`src/rtl/mpmem_pkg.sv`:
```
package mpmem_pkg;

    // How a read port produces its data
    typedef enum logic [1:0] {
        RD_COMB    = 2'd0,   // combinational from the array
        RD_REG_OLD = 2'd1,   // registered, pre-write contents
        RD_REG_NEW = 2'd2    // registered, post-write contents
    } rd_mode_e;

    function automatic rd_mode_e pick_mode(input logic sync_bit, input logic pass_bit);
        if (!sync_bit) begin
            return RD_COMB;
        end
        return pass_bit ? RD_REG_NEW : RD_REG_OLD;
    endfunction

    // True when an address selects an existing word
    function automatic logic addr_ok(input int unsigned a, input int unsigned n);
        return a < n;
    endfunction

endpackage

```
`src/rtl/mpmem_edge_detect.sv`:
```
module mpmem_edge_detect #(
    parameter int            N   = 2,
    parameter logic [N-1:0]  POL = '1
) (
    input  logic         clk,
    input  logic [N-1:0] pin_i,
    output logic [N-1:0] evt_o
);

    logic [N-1:0] prev_q;

    // Follows the pin level every cycle; no reset needed since it
    // converges in one cycle and reset blocks all effects meanwhile.
    always_ff @(posedge clk) begin
        prev_q <= pin_i;
    end

    for (genvar i = 0; i < N; i++) begin : g_bit
        assign evt_o[i] = (pin_i[i] != prev_q[i]) && (pin_i[i] == POL[i]);
    end

endmodule

```
`src/rtl/mpmem_wr_merge.sv`:
```
module mpmem_wr_merge import mpmem_pkg::*; #(
    parameter int N_WORDS = 16,
    parameter int ADDR_W  = 4,
    parameter int DATA_W  = 8,
    parameter int N_WR    = 2
) (
    input  logic [N_WORDS-1:0][DATA_W-1:0] mem_q,
    input  logic [N_WR-1:0]                fire_i,
    input  logic [N_WR*ADDR_W-1:0]         addr_i,
    input  logic [N_WR*DATA_W-1:0]         en_i,
    input  logic [N_WR*DATA_W-1:0]         data_i,
    output logic [N_WORDS-1:0][DATA_W-1:0] mem_d
);

    // Ports applied in ascending index order: the last one wins a bit.
    always_comb begin
        logic [ADDR_W-1:0] a;
        mem_d = mem_q;
        for (int p = 0; p < N_WR; p++) begin
            a = addr_i[p*ADDR_W +: ADDR_W];
            if (fire_i[p] && addr_ok(32'(a), N_WORDS)) begin
                for (int b = 0; b < DATA_W; b++) begin
                    if (en_i[p*DATA_W + b]) begin
                        mem_d[a][b] = data_i[p*DATA_W + b];
                    end
                end
            end
        end
    end

endmodule

```
`src/rtl/mpmem_rd_port.sv`:
```
module mpmem_rd_port import mpmem_pkg::*; #(
    parameter int       N_WORDS = 16,
    parameter int       ADDR_W  = 4,
    parameter int       DATA_W  = 8,
    parameter rd_mode_e MODE    = RD_COMB
) (
    input  logic                           clk,
    input  logic                           rst,
    input  logic                           evt_i,
    input  logic                           en_i,
    input  logic [ADDR_W-1:0]              addr_i,
    input  logic [N_WORDS-1:0][DATA_W-1:0] mem_q,
    input  logic [N_WORDS-1:0][DATA_W-1:0] mem_d,
    output logic [DATA_W-1:0]              data_o
);

    logic hit;
    assign hit = addr_ok(32'(addr_i), N_WORDS);

    if (MODE == RD_COMB) begin : g_comb
        always_comb begin
            data_o = hit ? mem_q[addr_i] : '0;
        end
        logic unused_comb;
        assign unused_comb = ^{clk, rst, evt_i, en_i, mem_d};
    end else begin : g_reg
        logic [DATA_W-1:0] src;
        always_comb begin
            if (!hit) begin
                src = '0;
            end else if (MODE == RD_REG_NEW) begin
                src = mem_d[addr_i];
            end else begin
                src = mem_q[addr_i];
            end
        end
        always_ff @(posedge clk) begin
            if (rst) begin
                data_o <= '0;
            end else if (evt_i && en_i) begin
                data_o <= src;
            end
        end
        logic unused_reg;
        assign unused_reg = ^{mem_q, mem_d};
    end

endmodule

```
`src/rtl/mpmem_regfile.sv`:
```
module mpmem_regfile import mpmem_pkg::*; #(
    parameter int                        N_WORDS      = 16,
    parameter int                        ADDR_W       = 4,
    parameter int                        DATA_W       = 8,
    parameter int                        N_RD         = 2,
    parameter int                        N_WR         = 2,
    parameter logic [N_RD-1:0]           RD_SYNC_MASK = 2'b10,
    parameter logic [N_RD-1:0]           RD_EDGE_MASK = '1,
    parameter logic [N_RD-1:0]           RD_PASS_MASK = '0,
    parameter logic [N_WR-1:0]           WR_SYNC_MASK = '1,
    parameter logic [N_WR-1:0]           WR_EDGE_MASK = '1,
    parameter logic [N_WORDS*DATA_W-1:0] INIT_IMAGE   = '0
) (
    input  logic                     clk,
    input  logic                     rst,
    input  logic [N_RD-1:0]          rd_clk_i,
    input  logic [N_RD-1:0]          rd_en_i,
    input  logic [N_RD*ADDR_W-1:0]   rd_addr_i,
    output logic [N_RD*DATA_W-1:0]   rd_data_o,
    input  logic [N_WR-1:0]          wr_clk_i,
    input  logic [N_WR*DATA_W-1:0]   wr_en_i,
    input  logic [N_WR*ADDR_W-1:0]   wr_addr_i,
    input  logic [N_WR*DATA_W-1:0]   wr_data_i
);

    logic [N_WORDS-1:0][DATA_W-1:0] mem_q;
    logic [N_WORDS-1:0][DATA_W-1:0] mem_d;
    logic [N_RD-1:0]                rd_evt;
    logic [N_WR-1:0]                wr_evt;
    logic [N_WR-1:0]                wr_fire;

    mpmem_edge_detect #(.N(N_RD), .POL(RD_EDGE_MASK)) u_rd_edge (
        .clk   (clk),
        .pin_i (rd_clk_i),
        .evt_o (rd_evt)
    );

    mpmem_edge_detect #(.N(N_WR), .POL(WR_EDGE_MASK)) u_wr_edge (
        .clk   (clk),
        .pin_i (wr_clk_i),
        .evt_o (wr_evt)
    );

    // Unclocked write ports fire every core cycle
    assign wr_fire = wr_evt | ~WR_SYNC_MASK;

    mpmem_wr_merge #(
        .N_WORDS (N_WORDS),
        .ADDR_W  (ADDR_W),
        .DATA_W  (DATA_W),
        .N_WR    (N_WR)
    ) u_merge (
        .mem_q  (mem_q),
        .fire_i (wr_fire),
        .addr_i (wr_addr_i),
        .en_i   (wr_en_i),
        .data_i (wr_data_i),
        .mem_d  (mem_d)
    );

    always_ff @(posedge clk) begin
        if (rst) begin
            mem_q <= INIT_IMAGE;
        end else begin
            mem_q <= mem_d;
        end
    end

    for (genvar g = 0; g < N_RD; g++) begin : g_rd
        localparam rd_mode_e MODE_G = pick_mode(RD_SYNC_MASK[g], RD_PASS_MASK[g]);
        mpmem_rd_port #(
            .N_WORDS (N_WORDS),
            .ADDR_W  (ADDR_W),
            .DATA_W  (DATA_W),
            .MODE    (MODE_G)
        ) u_port (
            .clk    (clk),
            .rst    (rst),
            .evt_i  (rd_evt[g]),
            .en_i   (rd_en_i[g]),
            .addr_i (rd_addr_i[g*ADDR_W +: ADDR_W]),
            .mem_q  (mem_q),
            .mem_d  (mem_d),
            .data_o (rd_data_o[g*DATA_W +: DATA_W])
        );
    end

endmodule

```
`config.mk`:
```
export PLATFORM = sky130hd
export DESIGN_NAME = mpmem_regfile
export DESIGN_NICKNAME = d
export VERILOG_FILES = /design/src/rtl/mpmem_pkg.sv /design/src/rtl/mpmem_edge_detect.sv /design/src/rtl/mpmem_wr_merge.sv /design/src/rtl/mpmem_rd_port.sv /design/src/rtl/mpmem_regfile.sv
export SDC_FILE = /design/constraint.sdc
export NUM_CORES = 1
export LEC_CHECK = 0
export BUFFER_PORTS_ARGS = -buffer_cell sky130_fd_sc_hd__buf_2
export CAP_MARGIN = 25
export CORE_ASPECT_RATIO = 1.2
export CORE_MARGIN = 2
export CORE_UTILIZATION = 38
export CTS_CLUSTER_DIAMETER = 200
export DETAILED_ROUTE_END_ITERATION = 16
export PLACE_DENSITY = 0.65
export SLEW_MARGIN = 20
export SYNTH_ARGS = -nofsm -noshare
export SYNTH_HDL_FRONTEND = slang
export SYNTH_SLANG_ARGS = --single-unit
export TNS_END_PERCENT = 20
```
`constraint.sdc`:
```
create_clock -name clk -period 3.1 [get_ports clk]
set_clock_uncertainty 0.2 [all_clocks]
set_input_delay 0.62 -clock clk [delete_from_list [all_inputs] [get_ports clk]]
set_output_delay 0.62 -clock clk [all_outputs]
set_load 0.01 [all_outputs]
```
==> metrics, run 1 <==
vias in the first global route=9399; Max Clock Freq=327 MHz; CTS Hold Buffers Added=0; simple-gate share of the synthesized area=31.2%; hold crit path type=input pin to flop; fin crit period=3.06 ns; # port buffers=69; Yosys reg bits=139; commonest cells in the netlist=nand2_1 (346), nor2_1 (169), dfxtp_1 (139); CP arrival=2.24 ns; status=completed; CP most frequent cell=buf_2; Synth Area in Compound Gates=16.0%; DR vias/cell=6.39; Final GP Congestion=0.865; EDFF count, synth=0; multiplexer share of the synthesized area=17.8%; largest family of logic cells by synthesized area=simple AND/OR/NAND/NOR gates; Leak=3.81 nW; max-slew violation count=0; initial core utilization=38.4%; CTS tree=built; Peak VDD IR=0.000348 V; number of fill cells=2501; fraction of registers with async set/reset=0%; wirelength, routed=37100 microns; delay-heaviest family, CP=multiplexers; Final WS setup=0.0446 ns; dpl cell area=0.0107 sq mm; fraction of layout cells with a size suffix above 1=20.1%; Skew-Pair Late Insertion Delay=0.44 ns; total power draw=4.84 mW; antenna violations before repair=1; Synth Area in Adders=0%; area share of xor/xnor cells in the synthesized design=0%; worst endpoint required time=2.28 ns; layout net count=1299; Synth Net Count=1293; Slew HR=47.3%; largest cells by area after synthesis=dfxtp_1 (28%), nand2_1 (13%), mux4_2 (9.2%); Clock Pin Slew Worst Setup and Hold Paths=0.06 ns; RSZ-0062 raised after global routing=false; post-route ant nets=0; pin count of the biggest net entering global routing=129; Root Buffer=clkbuf_16; Crit. End Element=output pin; Area Overhead vs Synth=13.8%; sequential share of the synthesized area=27.7%; htree depth=4; number of detailed-route iterations in the first pass=6; Power Dens Cells=424 mW/mm^2; peak fanout along the critical path=12; average routed wire per standard cell=23.3 microns; Ys Warns=0; Max Cap Violations=0; CP bufs+invs=3; crit path cell chain=buf_2, buf_12, mux4_4, mux4_2, buf_2; period utilization=98.6%; Setup Buffers After CTS=0; Via Count=10166; post-synth cell types=40; post-CTS sizing=0; Synth Cell Area=0.0100 sq mm; gr ovfl total=0; die area=0.0277 sq mm; first-pass GRT wire length=56000 microns; Mapped Cells=1237; largest area contributor in the netlist=dfxtp_1; Layout Cells excl Fill=1592; post-synth top area share=27.7%; CP Launch Type=input pin; CP Class=input pin to output pin; # clock sinks=139; Die Ht=182 microns; most common flop cell mapped by yosys=dfxtp_1; syn avg cell area=8.11 sq um; hold-critical path depth=1; Rows=65; total CTS buffers=17; Total Routing Usage GR=26.3%; Die W=152 microns; Worst Tran Pin Value=0.789 ns; Levels on crit path=5; final core utilization=43.7%; dpl ws=0.0580 ns; hpwl dp=24000 microns; hold slack final=0.100 ns; CP peak stage delay=0.63 ns; dominant cell by count in the synthesized netlist=nand2_1; Slowest-stage cell, CP=mux4_4; Reg2Reg Depth=5; io pins=72; Fin. Hold Viols=0; clock tree buffer depth=2; setup_tns=0 ns; number of remaining DRC errors=0; final instance area=0.0114 sq mm; starting DRC count in detailed routing=1239; Final setup viols=0; placed cells=1559; core area=0.0261 sq mm
==> path summary, 6_finish.rpt <==
| check | startpoint | end | slack [ns] |
|---|---|---|---|
| hold reg to reg | mem_q[40]$_SDFF_PP0_ | mem_q[40]$_SDFF_PP0_ | 0.30 |
| hold / removal | rd_clk_i[1] | u_rd_edge.prev_q[1]$_DFF_P_ | 0.10 |
| setup / recovery | rd_addr_i[0] | rd_data_o[1] | 0.04 |
| setup reg to reg | u_wr_edge.prev_q[0]$_DFF_P_ | mem_q[74]$_SDFF_PP0_ | 0.90 |
==> layout make-up <==
type,instances,area (sq um),share of cell area (%)
Multi-Input combinational cell,948,6630,58.1
Sequential cell,139,2780,24.4
Timing Repair Buffer,129,861,7.54
Clock buffer,21,480,4.21
Tap cell,335,419,3.67
Clock inverter,11,213,1.86
Inverter,8,30.0,0.263
Antenna cell,1,2.50,0.0219
==> per-layer routing <==
layer | global-route usage, % | up-vias | share of wire, % | wire, microns
met2 | 41.2 | 589 | 45 | 16800
met5 | 0 | - | 0 | 0
li1 | - | 4530 | - | -
met4 | 13.2 | 0 | 5.1 | 1880
met3 | 5.04 | 106 | 9.9 | 3690
met1 | 34.8 | 4941 | 40 | 14700
==> worst register-to-register path: stages, from the launching register on <==
cell and delay [ns]:
dfxtp_1 0.83, and3b_1 0.38, buf_4 0.24, nand2_1 0.07
nand2_1 0.05, a311oi_1 0.33
==> power by group <==
part	leakage [nW]	internal [mW]	switching [mW]	total, mW
logic	2.36	0.189	0.392	0.581
clock network	0.331	1.59	0.838	2.43
registers	1.12	1.81	0.0244	1.83
==> registers in the layout, indices dropped and copies added (netlist names) <==
signal,count
u_wr_edge.prev_q,2
mem_q,128
g_rd.u_port.data_o,8
u_rd_edge.prev_q,1
==> logic make-up (layout without fill, tap and decap cells) <==
group	after synthesis	in the layout
AOI/OAI and AO/OA	184	184
muxes	88	88
and+or+nand+nor	676	676
other	0	1
buffers and inverters	150	169
DFF	139	139
==> placed cells by master, fill, tap and decap left out, types with 7 or more instances in the layout <==
cell type,Yosys,layout
nand2_1,346,346
nor2_1,169,169
dfxtp_1,139,139
a311oi_1,104,104
nand3_1,95,95
buf_2,30,68
buf_4,9,56
mux4_2,41,41
o21ai_0,40,40
a311oi_2,24,24
mux4_1,23,23
mux2i_1,22,22
clkbuf_16,0,17
and3b_1,16,16
nand3b_1,8,8
nor4b_4,7,8
inv_1,8,8
o221ai_1,8,8
nand2b_1,7,7
a22oi_1,7,7
Note: power is estimated with default switching activity, not from simulation.
==> run 2, diff against run 1 <==
Settings changed: BUFFER_PORTS_ARGS -buffer_cell sky130_fd_sc_hd__buf_2 to default, DONT_BUFFER_PORTS from default to 1, PLACE_DENSITY 0.65 to 0.63.
==> run 2 against run 1 <==
Non-clock buffer count is 99 lower. Setup slack gained 0.33 ns. First-iteration DRC count decreased by 24%. Critical path depth shrank 3. Die area is the same. Cell area decreased by 6.2%. Register-to-register slack better by 0.04 ns. Fmax up 12%. Clock power fell by 10%. Core utilization fell by 2.7 points. Worst hold slack gained 0.0061 ns. Largest cell class unchanged.
==> metrics, run 2 (synthesized netlist as in run 1, its figures left out) <==
peak fanout along the critical path=3; Fin. Hold Viols=0; gr ovfl total=0; period utilization=87.9%; Peak VDD IR=0.000356 V; fin crit period=2.73 ns; CP arrival=1.91 ns; Skew-Pair Late Insertion Delay=0.43 ns; pin count of the biggest net entering global routing=132; initial core utilization=38.4%; Final setup viols=0; Slew HR=44.5%; Root Buffer=clkbuf_16; io pins=72; most common cell after layout, fill and taps aside=nand2_1; post-CTS sizing=0; Die Ht=182 microns; starting DRC count in detailed routing=936; hold crit path type=input pin to flop; biggest regs=mem_q (128), g_rd.u_port.data_o (8), u_wr_edge.prev_q (2); Largest Register=mem_q; CP Class=flop to output pin; # port buffers=0; most frequent cells in the layout=nand2_1 (346), nor2_1 (169), dfxtp_1 (139); first-pass GRT wire length=55900 microns; fraction of layout cells with a size suffix above 1=13.0%; Crit. End Element=output pin; Leak=3.30 nW; # clock sinks=139; total CTS buffers=17; vias in the first global route=9056; DR vias/cell=6.52; Worst Tran Pin Value=0.832 ns; Via Count=9742; Power Dens Cells=405 mW/mm^2; wirelength, routed=37000 microns; post-route ant nets=0; Final GP Congestion=0.870; worst endpoint required time=2.28 ns; Max Cap Violations=0; layout net count=1200; core area=0.0261 sq mm; Clock Pin Slew Worst Setup and Hold Paths=0.06 ns; Total Routing Usage GR=26.4%; Setup Buffers After CTS=0; number of detailed-route iterations in the first pass=5; Die W=152 microns; status=completed; antenna violations before repair=2; die area=0.0277 sq mm; CTS tree=built; hpwl dp=22100 microns; CP Launch Type=flop; RSZ-0062 raised after global routing=false; total power draw=4.33 mW; setup_tns=0 ns; Rows=65; Max Clock Freq=367 MHz; average routed wire per standard cell=24.7 microns; max reg flops=128; htree depth=4; number of remaining DRC errors=0; Area Overhead vs Synth=6.71%; clock tree buffer depth=2; max-slew violation count=0; final core utilization=41.0%
-- run 2: cell types whose count changed in the layout (fill, tap and decap cells not counted), sizes merged --
cell	previous run	this run
buf	129	27
bufinv	6	3
dlygate4sd3	0	3
clkinv	2	4
diode	1	3
inv	8	9
-- run 2: power by group --
group,switching [mW],internal [mW]
Sequential,0.0236,1.81
Combinational,0.177,0.138
Clock,0.858,1.33
-- run 2: worst max-delay path, cell delays in order (launching register included) --
cell,delay (ns)
dfxtp_1,0.33
mux4_4,0.60
mux4_2,0.54
-- run 2: what timing repair did --
| action | 4_1_cts | 5_1_grt |
|---|---|---|
| endpoints found under the setup margin | 0 | 0 |
| endpoints found under the hold margin | 2 | 1 |
| hold buffers | 2 | 1 |
-- run 2: final cells by class --
class                           instances  area (sq um)
Fill cell                            2549         15400
Multi-Input combinational cell        948          6620
Sequential cell                       139          2780
Clock buffer                           21           470
Tap cell                              335           419
Timing Repair Buffer                   30           233
Clock inverter                         11           141
Inverter                                8          30.0
Antenna cell                            3          7.51
-- run 2: stage by stage --
| step | cells | worst slack [ns] | hold WS [ns] | area (sq um) |
|---|---|---|---|---|
| final | 1495 | 0.375 | 0.106 | 10700 |
| after floorplan | 1237 | 0.390 | 0.263 | 10000 |
| after CTS | 1491 | 0.353 | 0.00340 | 10700 |
| after detailed placement | 1457 | 0.490 | 0.280 | 10100 |
| after global routing | 1492 | 0.343 | 0.0662 | 10700 |
| after global placement | 1457 | 0.489 | 0.279 | 10100 |
-- run 2: path summary, 6_finish.rpt --
kind,depth (start not counted),to,slack [ns],from
setup / recovery,2,rd_data_o[1],0.37,mem_q[49]$_SDFF_PP0_
hold / removal,1,mem_q[6]$_SDFF_PP0_,0.11,rst
setup reg to reg,3,mem_q[46]$_SDFF_PP0_,0.94,u_wr_edge.prev_q[0]$_DFF_P_
hold reg to reg,2,mem_q[83]$_SDFF_PP0_,0.29,mem_q[83]$_SDFF_PP0_
-- run 2: metal layers --
metal	wire length, microns	GRT usage, %	vias to the layer above
met5	0	0	-
met1	14300	34.4	4708
met2	16500	41.0	594
li1	-	-	4330
met3	4140	6.04	110
met4	1970	13.8	0
==> run 3, diff against run 2 <==
Settings changed: RECOVER_POWER from default to 50.
==> run 3 against run 2 <==
First-iteration DRC count down 0.85%. Register-to-register slack about the same. Non-clock buffer count unchanged. Clock power about the same. Wire length down 0.11%. Clock-buffer cell count unchanged. Largest power group unchanged. Critical path depth unchanged. Highest routed layer unchanged. Power down 0.10%. Die area unchanged.
==> metrics, run 3 (synthesized netlist as in run 1, its figures left out) <==
status=completed; starting DRC count in detailed routing=928; Routed met3 length=4120 microns; Via Count=9765; gr ovfl total=0; Crit. End Element=output pin; Layout Cells excl Fill=1495; final instance area=0.0107 sq mm; Fin. Hold Viols=0; most common cell after layout, fill and taps aside=nand2_1; Final GP Congestion=0.870; initial core utilization=38.4%; Skew-Pair Late Insertion Delay=0.43 ns; biggest regs=mem_q (128), g_rd.u_port.data_o (8), u_wr_edge.prev_q (2); WL met1=14400 microns; core area=0.0261 sq mm; max reg flops=128; Root Buffer=clkbuf_16; Die W=152 microns; # clock sinks=139; Max Clock Freq=367 MHz; hpwl dp=22100 microns; die area=0.0277 sq mm; Worst Setup SP=mem_q[49]$_SDFF_PP0_; switching share of power=24.4%; Setup Buffers After CTS=0; RSZ-0062 raised after global routing=false; wirelength, routed=36900 microns; Total Routing Usage GR=26.4%; CTS Hold Buffers Added=2; htree depth=4; fraction of layout cells with a size suffix above 1=12.9%; setup_tns=0 ns; number of remaining DRC errors=0; layout net count=1200; peak fanout along the critical path=3; Power Dens Cells=404 mW/mm^2; total CTS buffers=17; vias in the first global route=9056; Met2 Wirelength=16400 microns; Clk pwr share=50.4%; max-slew violation count=0; Slew HR=44.6%; Int Power=3.27 mW; Die Ht=182 microns; Sw Pwr=1.05 mW; post-route ant nets=0; first-pass GRT wire length=55900 microns; io pins=72; antenna violations before repair=2; Rows=65; Clock Pin Slew Worst Setup and Hold Paths=0.06 ns; Reg2Reg Depth=3; most frequent cells in the layout=nand2_1 (346), nor2_1 (169), dfxtp_1 (139); period utilization=88.0%; r2r startpoint=u_wr_edge.prev_q[0]$_DFF_P_; Setup crit end=rd_data_o[1]; Peak VDD IR=0.000352 V; Area Overhead vs Synth=6.65%; CP Class=flop to output pin; Sequential Power Share=42.3%; # port buffers=0; Max Cap Violations=0; DR vias/cell=6.53; number of detailed-route iterations in the first pass=6; clock tree buffer depth=2; DR top layer=met4; Largest Register=mem_q; total power draw=4.33 mW; CTS tree=built; dpl cell area=0.0101 sq mm; average routed wire per standard cell=24.7 microns; post-CTS sizing=0; Worst Min Path Start=rst; worst endpoint required time=2.28 ns; hold crit path type=input pin to flop; CP Launch Type=flop; fin crit period=2.73 ns; R2R Setup Slk=0.93 ns; Worst Tran Pin Value=0.831 ns; Leak=3.29 nW; Final setup viols=0; pin count of the biggest net entering global routing=132; combinational power share=7.3%; CP arrival=1.91 ns; placed cells=1457; R2R Path End=mem_q[18]$_SDFF_PP0_
run 3: cell types whose count changed in the layout (fill, tap and decap cells not counted):
| cell | previous run | this run |
|---|---|---|
| a311oi_1 | 104 | 105 |
| a311oi_2 | 24 | 23 |
run 3: layout make-up:
| class | count | area [sq um] |
|---|---|---|
| diodes | 3 | 7.51 |
| multi-input cells | 948 | 6620 |
| clock buffers | 21 | 470 |
| inverters | 8 | 30.0 |
| fillers | 2550 | 15400 |
| flip-flops and latches | 139 | 2780 |
| clock inverters | 11 | 141 |
| well taps | 335 | 419 |
| repair buffers | 30 | 233 |
run 3: worst min-delay path by stage:
stage | end | slack, ns | cells after the start
2_1_floorplan | mem_q[74]$_SDFF_PP0_ | 0.26 | 2
3_3_place_gp | mem_q[85]$_SDFF_PP0_ | 0.28 | 2
3_5_place_dp | mem_q[3]$_SDFF_PP0_ | 0.28 | 2
4_1_cts | u_wr_edge.prev_q[0]$_DFF_P_ | 0.003 | 0
5_1_grt | mem_q[22]$_SDFF_PP0_ | 0.07 | 1
6_report | mem_q[6]$_SDFF_PP0_ | 0.1 | 1
run 3: critical path, cell delays in order, from the launching register on:
cell,delay [ns]
dfxtp_1,0.33
mux4_4,0.60
mux4_2,0.54
run 3: metrics by stage:
step / worst slack (ns) / util (%) / hold slack (ns)
after CTS: 0.353 / 40.9 / 0.00340
after detailed placement: 0.490 / 38.5 / 0.280
final: 0.373 / 41.0 / 0.0989
after global placement: 0.489 / 38.5 / 0.279
after floorplan: 0.390 / - / 0.263
after global routing: 0.343 / 41.0 / 0.0661
run 3: power by group through the flow:
stage | clock network (mW) | registers, mW | logic (mW)
6_report | 2.18 | 1.83 | 0.314
5_1_grt | 2.27 | 1.83 | 0.329
4_1_cts | 2.20 | 1.83 | 0.308
3_5_place_dp | 0 | 1.87 | 0.306
3_3_place_gp | 0 | 1.87 | 0.300
2_1_floorplan | 0 | 1.86 | 0.367
run 3: metal layers:
layer	vias to the layer above	global-route usage [%]
li1	4331	-
met5	-	0
met4	0	13.8
met3	116	6.04
met1	4750	34.4
met2	568	41.0
